===== src/rtl/otp_rd_pkg.sv =====
// Package otp_rd_pkg
// Shared sequencing state for the fuse read engine.
// Assumes: one state per macro control step; the pins are decoded from the state.
package otp_rd_pkg;

    typedef enum logic [3:0] {
        ST_IDLE,
        ST_DSTB_ON,
        ST_TRIM_ON,
        ST_CE_ON,
        ST_ADDR,
        ST_HIGH,
        ST_LOW,
        ST_CE_OFF,
        ST_TRIM_OFF
    } seq_state_t;

endpackage


===== src/rtl/otp_rd_range.sv =====
// Module otp_rd_range
// Decides whether a request runs past the end of the fuse array.
// Assumes: start and count are unsigned; a count of 0 is legal when start is in range.
module otp_rd_range #(
    parameter int TOTAL_WORDS = 4096,
    parameter int REQ_W       = 13
) (
    input  logic [REQ_W-1:0] start,
    input  logic [REQ_W-1:0] count,
    output logic             reject
);
    localparam logic [REQ_W:0] LIMIT = (REQ_W+1)'(TOTAL_WORDS);

    logic [REQ_W:0] run_end;

    // Purpose: form the exclusive end of the run and compare both ends with the array size.
    always_comb begin
        run_end = {1'b0, start} + {1'b0, count};
        reject  = ({1'b0, start} >= LIMIT) || (run_end > LIMIT);
    end

endmodule


===== src/rtl/otp_rd_phase_timer.sv =====
// Module otp_rd_phase_timer
// Down counter that times the macro clock phases.
// Assumes: load_val is the phase length minus one; expired is high in the last cycle of a phase.
module otp_rd_phase_timer #(
    parameter int TMR_W = 16
) (
    input  logic             clk,
    input  logic             rst_n,
    input  logic             load,
    input  logic [TMR_W-1:0] load_val,
    output logic             expired
);
    logic [TMR_W-1:0] cnt_q;

    // Purpose: load a phase length, or count down to zero and hold there.
    always_ff @(posedge clk) begin
        if (!rst_n) begin
            cnt_q <= '0;
        end else if (load) begin
            cnt_q <= load_val;
        end else if (cnt_q != '0) begin
            cnt_q <= cnt_q - 1'b1;
        end
    end

    assign expired = (cnt_q == '0);

    AST_TIMER_HOLD: assert property (@(posedge clk) disable iff (!rst_n)
        (!load && cnt_q == '0) |=> (cnt_q == '0));

endmodule


===== src/rtl/otp_rd_seq.sv =====
// Module otp_rd_seq
// Reads a run of fuse words. It powers the macro up one control at a time, pulses the
// macro clock with timed high and low phases for each word, and powers the macro down
// in the reverse order. Requests that run past the array are refused without touching pins.
// Assumes: the macro presents valid data once its clock has been low for the low phase;
// the consumer of rd_valid never stalls.
module otp_rd_seq #(
    parameter int WORD_W      = 32,
    parameter int TOTAL_WORDS = 4096,
    parameter int CYC_PER_US  = 200,
    parameter int T_ACCESS_US = 40,
    parameter int T_LOW_US    = 10,
    localparam int ADDR_W     = (TOTAL_WORDS > 1) ? $clog2(TOTAL_WORDS) : 1,
    localparam int REQ_W      = $clog2(TOTAL_WORDS + 1)
) (
    input  logic              clk,
    input  logic              rst_n,
    input  logic              req_vld,
    input  logic [REQ_W-1:0]  req_start,
    input  logic [REQ_W-1:0]  req_count,
    output logic              req_ack,
    output logic              req_err,
    output logic              fuse_dstb,
    output logic              fuse_trim,
    output logic              fuse_ce,
    output logic              fuse_clk,
    output logic [ADDR_W-1:0] fuse_addr,
    input  logic [WORD_W-1:0] fuse_dout,
    output logic              rd_valid,
    output logic [WORD_W-1:0] rd_data,
    output logic [ADDR_W-1:0] rd_index
);
    import otp_rd_pkg::*;

    localparam int T_HI   = T_ACCESS_US * CYC_PER_US;
    localparam int T_LO   = T_LOW_US * CYC_PER_US;
    localparam int T_MAX  = (T_HI > T_LO) ? T_HI : T_LO;
    localparam int TMR_W  = $clog2(T_MAX + 1);

    seq_state_t        state_q, state_d;
    logic [ADDR_W-1:0] addr_q;
    logic [REQ_W-1:0]  left_q;
    logic              ack_q, err_q, vld_q;
    logic [WORD_W-1:0] data_q;
    logic [ADDR_W-1:0] idx_q;

    logic              reject;
    logic              accept;
    logic              tmr_load;
    logic [TMR_W-1:0]  tmr_val;
    logic              tmr_done;
    logic              word_end;

    otp_rd_range #(
        .TOTAL_WORDS (TOTAL_WORDS),
        .REQ_W       (REQ_W)
    ) u_range (
        .start  (req_start),
        .count  (req_count),
        .reject (reject)
    );

    otp_rd_phase_timer #(
        .TMR_W (TMR_W)
    ) u_timer (
        .clk      (clk),
        .rst_n    (rst_n),
        .load     (tmr_load),
        .load_val (tmr_val),
        .expired  (tmr_done)
    );

    assign accept   = (state_q == ST_IDLE) && req_vld;
    assign word_end = (state_q == ST_LOW) && tmr_done;

    // Purpose: load the high phase on leaving the address step and the low phase at the end of the high phase.
    always_comb begin
        tmr_load = (state_q == ST_ADDR) || ((state_q == ST_HIGH) && tmr_done);
        tmr_val  = (state_q == ST_ADDR) ? TMR_W'(T_HI - 1) : TMR_W'(T_LO - 1);
    end

    // Purpose: step through power-up, the per-word clock phases and power-down.
    always_comb begin
        state_d = state_q;
        unique case (state_q)
            ST_IDLE:     if (req_vld && !reject) state_d = ST_DSTB_ON;
            ST_DSTB_ON:  state_d = ST_TRIM_ON;
            ST_TRIM_ON:  state_d = ST_CE_ON;
            ST_CE_ON:    state_d = (left_q == '0) ? ST_CE_OFF : ST_ADDR;
            ST_ADDR:     state_d = ST_HIGH;
            ST_HIGH:     if (tmr_done) state_d = ST_LOW;
            ST_LOW:      if (tmr_done) state_d = (left_q == REQ_W'(1)) ? ST_CE_OFF : ST_ADDR;
            ST_CE_OFF:   state_d = ST_TRIM_OFF;
            ST_TRIM_OFF: state_d = ST_IDLE;
            default:     state_d = ST_IDLE;
        endcase
    end

    // Purpose: hold the sequencing state.
    always_ff @(posedge clk) begin
        if (!rst_n) state_q <= ST_IDLE;
        else        state_q <= state_d;
    end

    // Purpose: latch the run on acceptance and advance the address and remaining count per word.
    always_ff @(posedge clk) begin
        if (!rst_n) begin
            addr_q <= '0;
            left_q <= '0;
        end else if (accept && !reject) begin
            addr_q <= req_start[ADDR_W-1:0];
            left_q <= req_count;
        end else if (word_end) begin
            addr_q <= addr_q + 1'b1;
            left_q <= left_q - 1'b1;
        end
    end

    // Purpose: acknowledge a sampled request and flag a refusal in the same cycle.
    always_ff @(posedge clk) begin
        if (!rst_n) begin
            ack_q <= 1'b0;
            err_q <= 1'b0;
        end else begin
            ack_q <= accept;
            err_q <= accept && reject;
        end
    end

    // Purpose: capture the macro output at the end of the low phase and strobe it for one cycle.
    always_ff @(posedge clk) begin
        if (!rst_n) begin
            vld_q  <= 1'b0;
            data_q <= '0;
            idx_q  <= '0;
        end else begin
            vld_q <= word_end;
            if (word_end) begin
                data_q <= fuse_dout;
                idx_q  <= addr_q;
            end
        end
    end

    // Purpose: decode the macro pins from the sequencing state.
    always_comb begin
        fuse_dstb = (state_q != ST_IDLE);
        fuse_trim = (state_q != ST_IDLE) && (state_q != ST_DSTB_ON) && (state_q != ST_TRIM_OFF);
        fuse_ce   = (state_q == ST_CE_ON) || (state_q == ST_ADDR) ||
                    (state_q == ST_HIGH)  || (state_q == ST_LOW);
        fuse_clk  = (state_q == ST_HIGH);
        fuse_addr = fuse_ce ? addr_q : '0;
    end

    assign req_ack  = ack_q;
    assign req_err  = err_q;
    assign rd_valid = vld_q;
    assign rd_data  = data_q;
    assign rd_index = idx_q;

    AST_CLK_NEEDS_CE: assert property (@(posedge clk) disable iff (!rst_n)
        fuse_clk |-> fuse_ce);
    AST_CE_NEEDS_TRIM: assert property (@(posedge clk) disable iff (!rst_n)
        fuse_ce |-> (fuse_trim && fuse_dstb));
    AST_TRIM_NEEDS_DSTB: assert property (@(posedge clk) disable iff (!rst_n)
        fuse_trim |-> fuse_dstb);
    AST_ADDR_HELD: assert property (@(posedge clk) disable iff (!rst_n)
        (fuse_clk && $past(fuse_clk)) |-> $stable(fuse_addr));
    AST_ERR_WITH_ACK: assert property (@(posedge clk) disable iff (!rst_n)
        req_err |-> req_ack);
    AST_REJECT_QUIET: assert property (@(posedge clk) disable iff (!rst_n)
        req_err |-> (!fuse_dstb && !fuse_trim && !fuse_ce));
    AST_VALID_PULSE: assert property (@(posedge clk) disable iff (!rst_n)
        rd_valid |=> !rd_valid);
    AST_NO_OVERFLOW: assert property (@(posedge clk) disable iff (!rst_n)
        rd_valid |-> (int'(rd_index) < TOTAL_WORDS));

endmodule


===== config.mk =====
export PLATFORM = sky130hd
export DESIGN_NAME = otp_rd_seq
export DESIGN_NICKNAME = d
export VERILOG_FILES = /design/src/rtl/otp_rd_pkg.sv /design/src/rtl/otp_rd_range.sv /design/src/rtl/otp_rd_phase_timer.sv /design/src/rtl/otp_rd_seq.sv
export SDC_FILE = /design/constraint.sdc
export NUM_CORES = 1
export LEC_CHECK = 0
export CAP_MARGIN = 25
export CELL_PAD_IN_SITES_DETAIL_PLACEMENT = 1
export CELL_PAD_IN_SITES_GLOBAL_PLACEMENT = 1
export CORE_ASPECT_RATIO = 2
export CORE_MARGIN = 2
export CORE_UTILIZATION = 39
export CTS_CLUSTER_DIAMETER = 120
export CTS_CLUSTER_SIZE = 30
export DETAILED_ROUTE_END_ITERATION = 10
export GPL_ROUTABILITY_DRIVEN = 0
export PLACE_DENSITY_LB_ADDON = 0.1
export SYNTH_ARGS = -nofsm -noshare
export SYNTH_HDL_FRONTEND = slang
export SYNTH_SLANG_ARGS = --single-unit

===== constraint.sdc =====
create_clock -name clk -period 6.6 [get_ports clk]
set_input_delay 1.32 -clock clk [delete_from_list [all_inputs] [get_ports clk]]
set_output_delay 1.32 -clock clk [all_outputs]
set_load 0.01 [all_outputs]

==> results of run 1 <==
## power by group through the flow
stage	clock network [mW]	registers [mW]	logic [mW]
floorplan	0	0.627	0.367
global placement	0	0.644	0.493
detailed placement	0	0.647	0.512
CTS	0.615	0.636	0.519
global route	0.637	0.643	0.563
finish	0.600	0.636	0.520
## state kept, by name (all words and copies together) (netlist names)
register / count
state_q: 4
u_timer.cnt_q: 13
req_err: 1
rd_valid: 1
addr_q: 12
rd_index: 12
left_q: 13
req_ack: 1
rd_data: 32
## cell usage in the layout (no fill, tap or decap), types with 3 or more instances in the layout
cell                              instances
sky130_fd_sc_hd__nand2_1                152
sky130_fd_sc_hd__clkdlybuf4s50_1        123
sky130_fd_sc_hd__dfxtp_1                 89
sky130_fd_sc_hd__a21oi_1                 72
sky130_fd_sc_hd__nor2_1                  33
sky130_fd_sc_hd__xnor2_1                 21
sky130_fd_sc_hd__o21ai_0                 18
sky130_fd_sc_hd__mux2i_1                 17
sky130_fd_sc_hd__ha_1                    17
sky130_fd_sc_hd__and2_1                  15
sky130_fd_sc_hd__inv_1                   14
sky130_fd_sc_hd__nor3_1                  14
sky130_fd_sc_hd__xor2_1                  14
sky130_fd_sc_hd__nand3_1                 13
sky130_fd_sc_hd__and3_1                  11
sky130_fd_sc_hd__nand2b_1                 9
sky130_fd_sc_hd__clkbuf_16                9
sky130_fd_sc_hd__nor4_1                   8
sky130_fd_sc_hd__nand4_1                  6
sky130_fd_sc_hd__a211oi_1                 6
sky130_fd_sc_hd__buf_4                    5
sky130_fd_sc_hd__nor2b_1                  4
sky130_fd_sc_hd__nor3b_1                  4
sky130_fd_sc_hd__or3_1                    3
sky130_fd_sc_hd__or2_2                    3
sky130_fd_sc_hd__or4_4                    3
sky130_fd_sc_hd__o22ai_1                  3
sky130_fd_sc_hd__a221o_1                  3
sky130_fd_sc_hd__a21o_1                   3
sky130_fd_sc_hd__o21a_1                   3
sky130_fd_sc_hd__or4_1                    3
sky130_fd_sc_hd__o2bb2ai_1                3
sky130_fd_sc_hd__bufinv_16                3
## metrics by stage
| stage | utilization [%] | instances | instance area [um2] | worst slack, ns | hold slack, ns |
|---|---|---|---|---|---|
| 2_1_floorplan | - | 642 | 5010 | 2.56 | 0.453 |
| 3_3_place_gp | 50.1 | 886 | 6290 | 1.53 | 0.438 |
| 3_5_place_dp | 50.2 | 887 | 6310 | 1.45 | 0.443 |
| 4_1_cts | 53.1 | 903 | 6660 | 1.76 | 0.454 |
| 5_1_grt | 53.1 | 903 | 6660 | 1.51 | 0.479 |
| 6_report | 53.1 | 903 | 6660 | 1.72 | 0.451 |
## how the worst max path moves through the flow
| stage | from | end | slack (ns) | depth (start not counted) |
|---|---|---|---|---|
| after floorplan | req_start[0] | addr_q[0]$_SDFFE_PN0P_ | 2.56 | 11 |
| after global placement | req_start[0] | addr_q[10]$_SDFFE_PN0P_ | 1.53 | 12 |
| after detailed placement | req_count[0] | addr_q[5]$_SDFFE_PN0P_ | 1.45 | 12 |
| after CTS | req_count[0] | addr_q[0]$_SDFFE_PN0P_ | 1.76 | 12 |
| after global routing | req_start[0] | addr_q[5]$_SDFFE_PN0P_ | 1.51 | 12 |
| final | req_count[0] | addr_q[0]$_SDFFE_PN0P_ | 1.72 | 12 |
## worst max-delay path, delay by kind of cell
kind | cells | cell delay, ns
AOI/OAI and AO/OA | 3 | 0.95
buffers and inverters | 3 | 0.90
adders and majority gates | 2 | 0.61
and+or+nand+nor | 3 | 1.11
muxes | 1 | 0.24
## logic make-up after synthesis
kind of cell	Yosys count	share of synthesized area, %
simple gates	295	28.1
compound gates	139	17.5
flops	89	35.6
buf+inv	49	4.65
xor+xnor	35	6.12
fa+ha+maj	18	4.65
mux	17	3.40
## area by class of cell
class | instances | area (um2)
clock buffer | 10 | 239
clock inverter | 6 | 115
fill | 1550 | 5890
inverter | 15 | 56.3
multi-input combinational | 504 | 2990
sequential | 89 | 1780
tap | 150 | 188
timing repair buffer | 129 | 1290
## per-layer routing
layer  wire length [um]  vias to the layer above  global-route usage, %
met5                  0                        -                      0
met4                934                        0                   14.1
met3                703                       55                   3.97
met2              10200                      173                   52.3
met1               6000                     2436                   23.9
li1                   -                     2454                      -
==> results.md, run 1 <==
| Quantity | Value | Unit |
| --- | --- | --- |
| Run status | completed | - |
| Synth-to-layout area growth | 33.0 | % |
| Full die area | 13800 | um2 |
| Setup Fix Bufs, Post-CTS | 0 | - |
| Clock latency on the worst-skew pair | 0.34 | ns |
| Sinks on Clock Net | 89 | - |
| Number of antenna violations at the first check in global routing | 0 | - |
| Post-Synthesis Net Count | 721 | - |
| Number of buffers created by CTS | 9 | - |
| Max incr delay on CP | 0.54 | ns |
| Yosys top cell area share | 35.6 | % |
| Std-Cell Rows | 58 | - |
| Number of buffers added on ports | 123 | - |
| Worst reg2reg setup slack | 3.70 | ns |
| Starting Density | 39.9 | % |
| Share of power burned in combinational logic | 29.6 | % |
| Fin nets | 827 | - |
| FF+latch count, synth | 89 | - |
| Cell-by-cell trace of the critical path | clkdlybuf4s50_1, ha_1, inv_1, fa_1, nand2b_1, a21oi_1, a21oi_1, nor4b_1, a41oi_2, nor2_2, buf_4, mux2i_1 | - |
| Most numerous cell in the Yosys netlist | sky130_fd_sc_hd__nand2_1 | - |
| Critical Path Source Type | input pin | - |
| List of most frequent post-synthesis cells | sky130_fd_sc_hd__nand2_1, sky130_fd_sc_hd__dfxtp_1, sky130_fd_sc_hd__a21oi_1, sky130_fd_sc_hd__nor2_1, sky130_fd_sc_hd__clkbuf_1 | - |
| Yosys warning total | 0 | - |
| Sequential share of power | 36.2 | % |
| Hold worst-path end | rd_index[6]$_SDFFE_PN0P_ | - |
| Top cell by count, worst path | sky130_fd_sc_hd__a21oi_1 | - |
| Sum of negative setup slack | 0 | ns |
| Proportion of synthesized chip area in sequential cells | 35.6 | % |
| Max Freq | 0.205 | GHz |
| Data arrival time at the worst-slack endpoint | 5.14 | ns |
| Setup repair after global routing missed its margin | no | - |
| Slowest library cell on the worst path | sky130_fd_sc_hd__nor4b_1 | - |
| Number of detailed-route iterations in the first pass | 4 | - |
| Number of slew-limit violations in the final report | 0 | - |
| Synth Cell Area | 5010 | um2 |
| Number of cells traversed by the worst register-to-register path | 8 | - |
| Switching part of the total | 32.0 | % |
| Die boundary width | 84.1 | um |
| Crit share post-route | 73.9 | % |
| Clock period minus worst slack | 4.88 | ns |
| Largest net degree at the start of global routing | 47 | - |
| Crit path kind | input pin to flop | - |
| Final count of hold timing violations | 0 | - |
| Worst min path class | flop to flop | - |
| Async set-or-reset flop fraction in the synthesized netlist | 0 | % |
| Depth of the CTS H-tree | 3 | - |
| Number of nets still failing antenna checks after routing | 0 | - |
| Overall overflow remaining after global route | 0 | - |
| Floorplan die height | 164 | um |
| DR DRC count | 0 | - |
| Combined global-route utilization of all metal layers | 25.9 | % |
| Wire length of the first global-routing pass | 28000 | um |
| Clock network fraction of total power | 34.2 | % |
| Routed wire per std cell | 19.8 | um |
| Antenna diodes | 0 | - |
| Final-report setup violation count | 0 | - |
| Post-Synthesis Mean Instance Area | 7.80 | um2 |
| Setup Skew | 0.0120 | ns |
| Top cells by area in the synthesized netlist | sky130_fd_sc_hd__dfxtp_1, sky130_fd_sc_hd__nand2_1, sky130_fd_sc_hd__a21oi_1, sky130_fd_sc_hd__ha_1, sky130_fd_sc_hd__xnor2_1 | - |
| IR Drop Worst-Case VDD | 0.171 | mV |
| Number of buffers inserted by hold repair at cts | 0 | - |
| Slew margin rel. | 45.4 | % |
| Post-synth top flop | sky130_fd_sc_hd__dfxtp_1 | - |
| Destination of the worst register-to-register timing path | state_q[0]$_SDFFE_PN0P_ | - |
| Clock transition at path regs | 0.06 | ns |
| Root buffer cell | sky130_fd_sc_hd__clkbuf_16 | - |
| Required time reported for the critical path endpoint | 6.86 | ns |
| Detailed-placement wirelength estimate | 13700 | um |
| Via count | 5118 | - |
| P_sw | 0.562 | mW |
| Kind of end point of the critical path | flop | - |
| Via count of the first global-routing pass | 5398 | - |
| First DRT Iteration DRCs | 217 | - |
| Power density relative to cell area | 263 | nW/um2 |
| Start point of the worst min-delay path | rd_index[6]$_SDFFE_PN0P_ | - |
| Instance count of the mapped netlist | 642 | - |
| Number of max-cap violations | 0 | - |
| Placeable Area | 12600 | um2 |
| Worst Tran Pin Value | 0.815 | ns |
| Internal power component | 1.19 | mW |
| Distinct cells, synth | 68 | - |
| Static power due to leakage | 2.45 | nW |
| Launch point of the worst reg-to-reg path | left_q[3]$_SDFFE_PN0P_ | - |
| CTS tree | done | - |
| Share of cells above drive strength 1 | 5.18 | % |
| CTS Buffer Depth | 2 | - |
| Cell type contributing the most total cell area after synthesis | sky130_fd_sc_hd__dfxtp_1 | - |
| Via density per instance | 5.67 | - |
| Total detailed-routing wirelength | 17900 | um |
| Largest fanout on the critical path | 16 | - |
| Total chip power | 1.76 | mW |
| Number of enable-type register cells in the synthesized netlist | 0 | - |
| Post-cts resize count | 0 | - |
| Cells on Worst Hold Path | 2 | - |
| I/O pin total | 124 | - |
Note: power is estimated with default switching activity, not from simulation.
==> run 2: changes to the inputs <==
CORE_UTILIZATION = 33   (was 39)
clock period = 4.1 ns   (was 6.6 ns; I/O delays follow)
==> run 2 against run 1 <==
Compared with the run above: largest cell class unchanged; worst setup slack worse by 1.5 ns; first-iteration DRC count fell by 48%; global-route usage fell by 4.1 points; design area rose by 2.9%; non-clock buffer count is 23 higher; sequential power grew 60%; hold slack worse by 0.00060 ns; largest power group unchanged.
==> results.md, run 2 (same netlist as run 1, synthesis figures left out) <==
| Quantity | Value | Unit |
| --- | --- | --- |
| Required time reported for the critical path endpoint | 4.37 | ns |
| Crit share post-route | 94.2 | % |
| CTS Buffer Depth | 2 | - |
| Number of buffers created by CTS | 9 | - |
| Sum of negative setup slack | 0 | ns |
| Number of buffers inserted by hold repair at cts | 0 | - |
| Number of slew-limit violations in the final report | 0 | - |
| Root buffer cell | sky130_fd_sc_hd__clkbuf_16 | - |
| Die boundary width | 91.1 | um |
| Sequential share of power | 37.3 | % |
| Placeable Area | 14800 | um2 |
| Floorplan die height | 178 | um |
| Clock period minus worst slack | 3.86 | ns |
| Detailed-placement wirelength estimate | 13900 | um |
| Slew margin rel. | 54.3 | % |
| Number of nets still failing antenna checks after routing | 0 | - |
| Synth-to-layout area growth | 36.9 | % |
| Internal power component | 1.84 | mW |
| Overall overflow remaining after global route | 0 | - |
| Global-route met3 utilization | 3.42 | % |
| Antenna diodes | 0 | - |
| P_sw | 0.898 | mW |
| Share of power burned in combinational logic | 31.7 | % |
| Setup Skew | 0.00684 | ns |
| Post-DP Area | 6550 | um2 |
| DR DRC count | 0 | - |
| Clock transition at path regs | 0.06 | ns |
| Share of cells above drive strength 1 | 7.86 | % |
| First DRT Iteration DRCs | 113 | - |
| Std-Cell Rows | 63 | - |
| Number of buffers added on ports | 123 | - |
| Number of max-cap violations | 0 | - |
| Area taken by multi-input logic gates | 2990 | um2 |
| Worst Tran Pin Value | 0.680 | ns |
| Data arrival time at the worst-slack endpoint | 4.13 | ns |
| Depth of the CTS H-tree | 3 | - |
| Power density relative to cell area | 400 | nW/um2 |
| Number of detailed-route iterations in the first pass | 4 | - |
| Most common library cell in the layout ignoring fill and taps | sky130_fd_sc_hd__nand2_1 | - |
| CTS tree | done | - |
| Run status | completed | - |
| I/O pin total | 124 | - |
| Starting Density | 33.8 | % |
| Via density per instance | 5.29 | - |
| Full die area | 16200 | um2 |
| Clock latency on the worst-skew pair | 0.35 | ns |
| Max reg flops | 32 | - |
| Switching part of the total | 32.8 | % |
| Wire length of the first global-routing pass | 28100 | um |
| Largest fanout on the critical path | 16 | - |
| Largest net degree at the start of global routing | 54 | - |
| Routed wire per std cell | 18.2 | um |
| Global routing met2 resource utilization | 44.5 | % |
| Register cell area after layout | 1780 | um2 |
| Kind of end point of the critical path | flop | - |
| Final count of hold timing violations | 0 | - |
| Worst reg2reg setup slack | 1.16 | ns |
| Via count | 5133 | - |
| Total chip power | 2.74 | mW |
| # placed instances | 955 | - |
| Final-report setup violation count | 0 | - |
| Filler-free cell count of the finished design | 971 | - |
| Crit path kind | input pin to flop | - |
| Fin nets | 850 | - |
| Number of antenna violations at the first check in global routing | 0 | - |
| Combined global-route utilization of all metal layers | 21.9 | % |
| Max Freq | 0.259 | GHz |
| Sinks on Clock Net | 89 | - |
| Met1 track demand over resource in global routing | 20.0 | % |
| Post-route core utilization | 46.3 | % |
| Most utilized layer in the global route result | met2 | - |
| Post-cts resize count | 0 | - |
| Setup Fix Bufs, Post-CTS | 0 | - |
| Via count of the first global-routing pass | 5655 | - |
| IR Drop Worst-Case VDD | 0.177 | mV |
| Worst min path class | flop to flop | - |
| Clock network fraction of total power | 31.0 | % |
| Final design instance area without fill | 6860 | um2 |
| Total detailed-routing wirelength | 17700 | um |
| Number of inserted filler cells in the final layout | 1876 | - |
| Setup repair after global routing missed its margin | no | - |
| Static power due to leakage | 2.54 | nW |
| Commonest cells after routing, fill and taps aside | sky130_fd_sc_hd__nand2_1, sky130_fd_sc_hd__clkdlybuf4s50_1, sky130_fd_sc_hd__dfxtp_1 | - |
| Critical Path Source Type | input pin | - |
[run 2: cell types whose count changed in the layout (fill, tap and decap cells not counted), sizes merged]
cell and delta:
bufinv -2, clkbuf +2, buf +23
[run 2: metal layers]
metal | vias up | wire [um] | part of all wire [%]
met5 | - | 0 | 0
met4 | 0 | 773 | 4.4
met3 | 43 | 587 | 3.3
met2 | 135 | 10100 | 57
met1 | 2462 | 6180 | 35
li1 | 2493 | - | -
[run 2: layout make-up]
cell class | count | share of cell area [%]
Clock buffer | 12 | 3.74
Multi-Input combinational cell | 504 | 43.7
Clock inverter | 4 | 0.748
Timing Repair Buffer | 152 | 21.5
Sequential cell | 89 | 26.0
Inverter | 15 | 0.821
Tap cell | 195 | 3.56
[run 2: power groups by stage]
stage                     clock, mW  sequential (mW)  combinational, mW
after CTS                     0.875             1.02              0.874
after floorplan                   0             1.01              0.590
after global routing          0.907             1.03              0.953
final                         0.851             1.02              0.870
after detailed placement          0             1.04              0.861
after global placement            0             1.04              0.837
[run 2: worst paths after layout]
check | from | endpoint | depth (start not counted)
worst min register to register | rd_data[23]$_SDFFE_PN0P_ | rd_data[23]$_SDFFE_PN0P_ | 2
worst max-delay path | req_start[7] | left_q[10]$_SDFFE_PN0P_ | 11
worst min-delay path | rd_data[23]$_SDFFE_PN0P_ | rd_data[23]$_SDFFE_PN0P_ | 2
worst max register to register | left_q[3]$_SDFFE_PN0P_ | state_q[0]$_SDFFE_PN0P_ | 8
[run 2: worst max-delay path: stages]
cell and delay [ns]:
sky130_fd_sc_hd__clkdlybuf4s50_1 0.44, sky130_fd_sc_hd__ha_1 0.36, sky130_fd_sc_hd__nand2b_1 0.13, sky130_fd_sc_hd__o221ai_1 0.29, sky130_fd_sc_hd__or4_1 0.57, sky130_fd_sc_hd__or4_1 0.50, sky130_fd_sc_hd__a221oi_2 0.22, sky130_fd_sc_hd__a41oi_2 0.19
sky130_fd_sc_hd__nor2_2 0.21, sky130_fd_sc_hd__buf_12 0.19, sky130_fd_sc_hd__mux2i_1 0.21
[run 2: stage by stage]
| step | hold WS, ns | worst slack, ns |
|---|---|---|
| 2_1_floorplan | 0.453 | 0.558 |
| 6_report | 0.450 | 0.237 |
| 5_1_grt | 0.469 | 0.00898 |
| 4_1_cts | 0.454 | 0.308 |
| 3_5_place_dp | 0.447 | -0.0502 |
| 3_3_place_gp | 0.437 | 0.0500 |
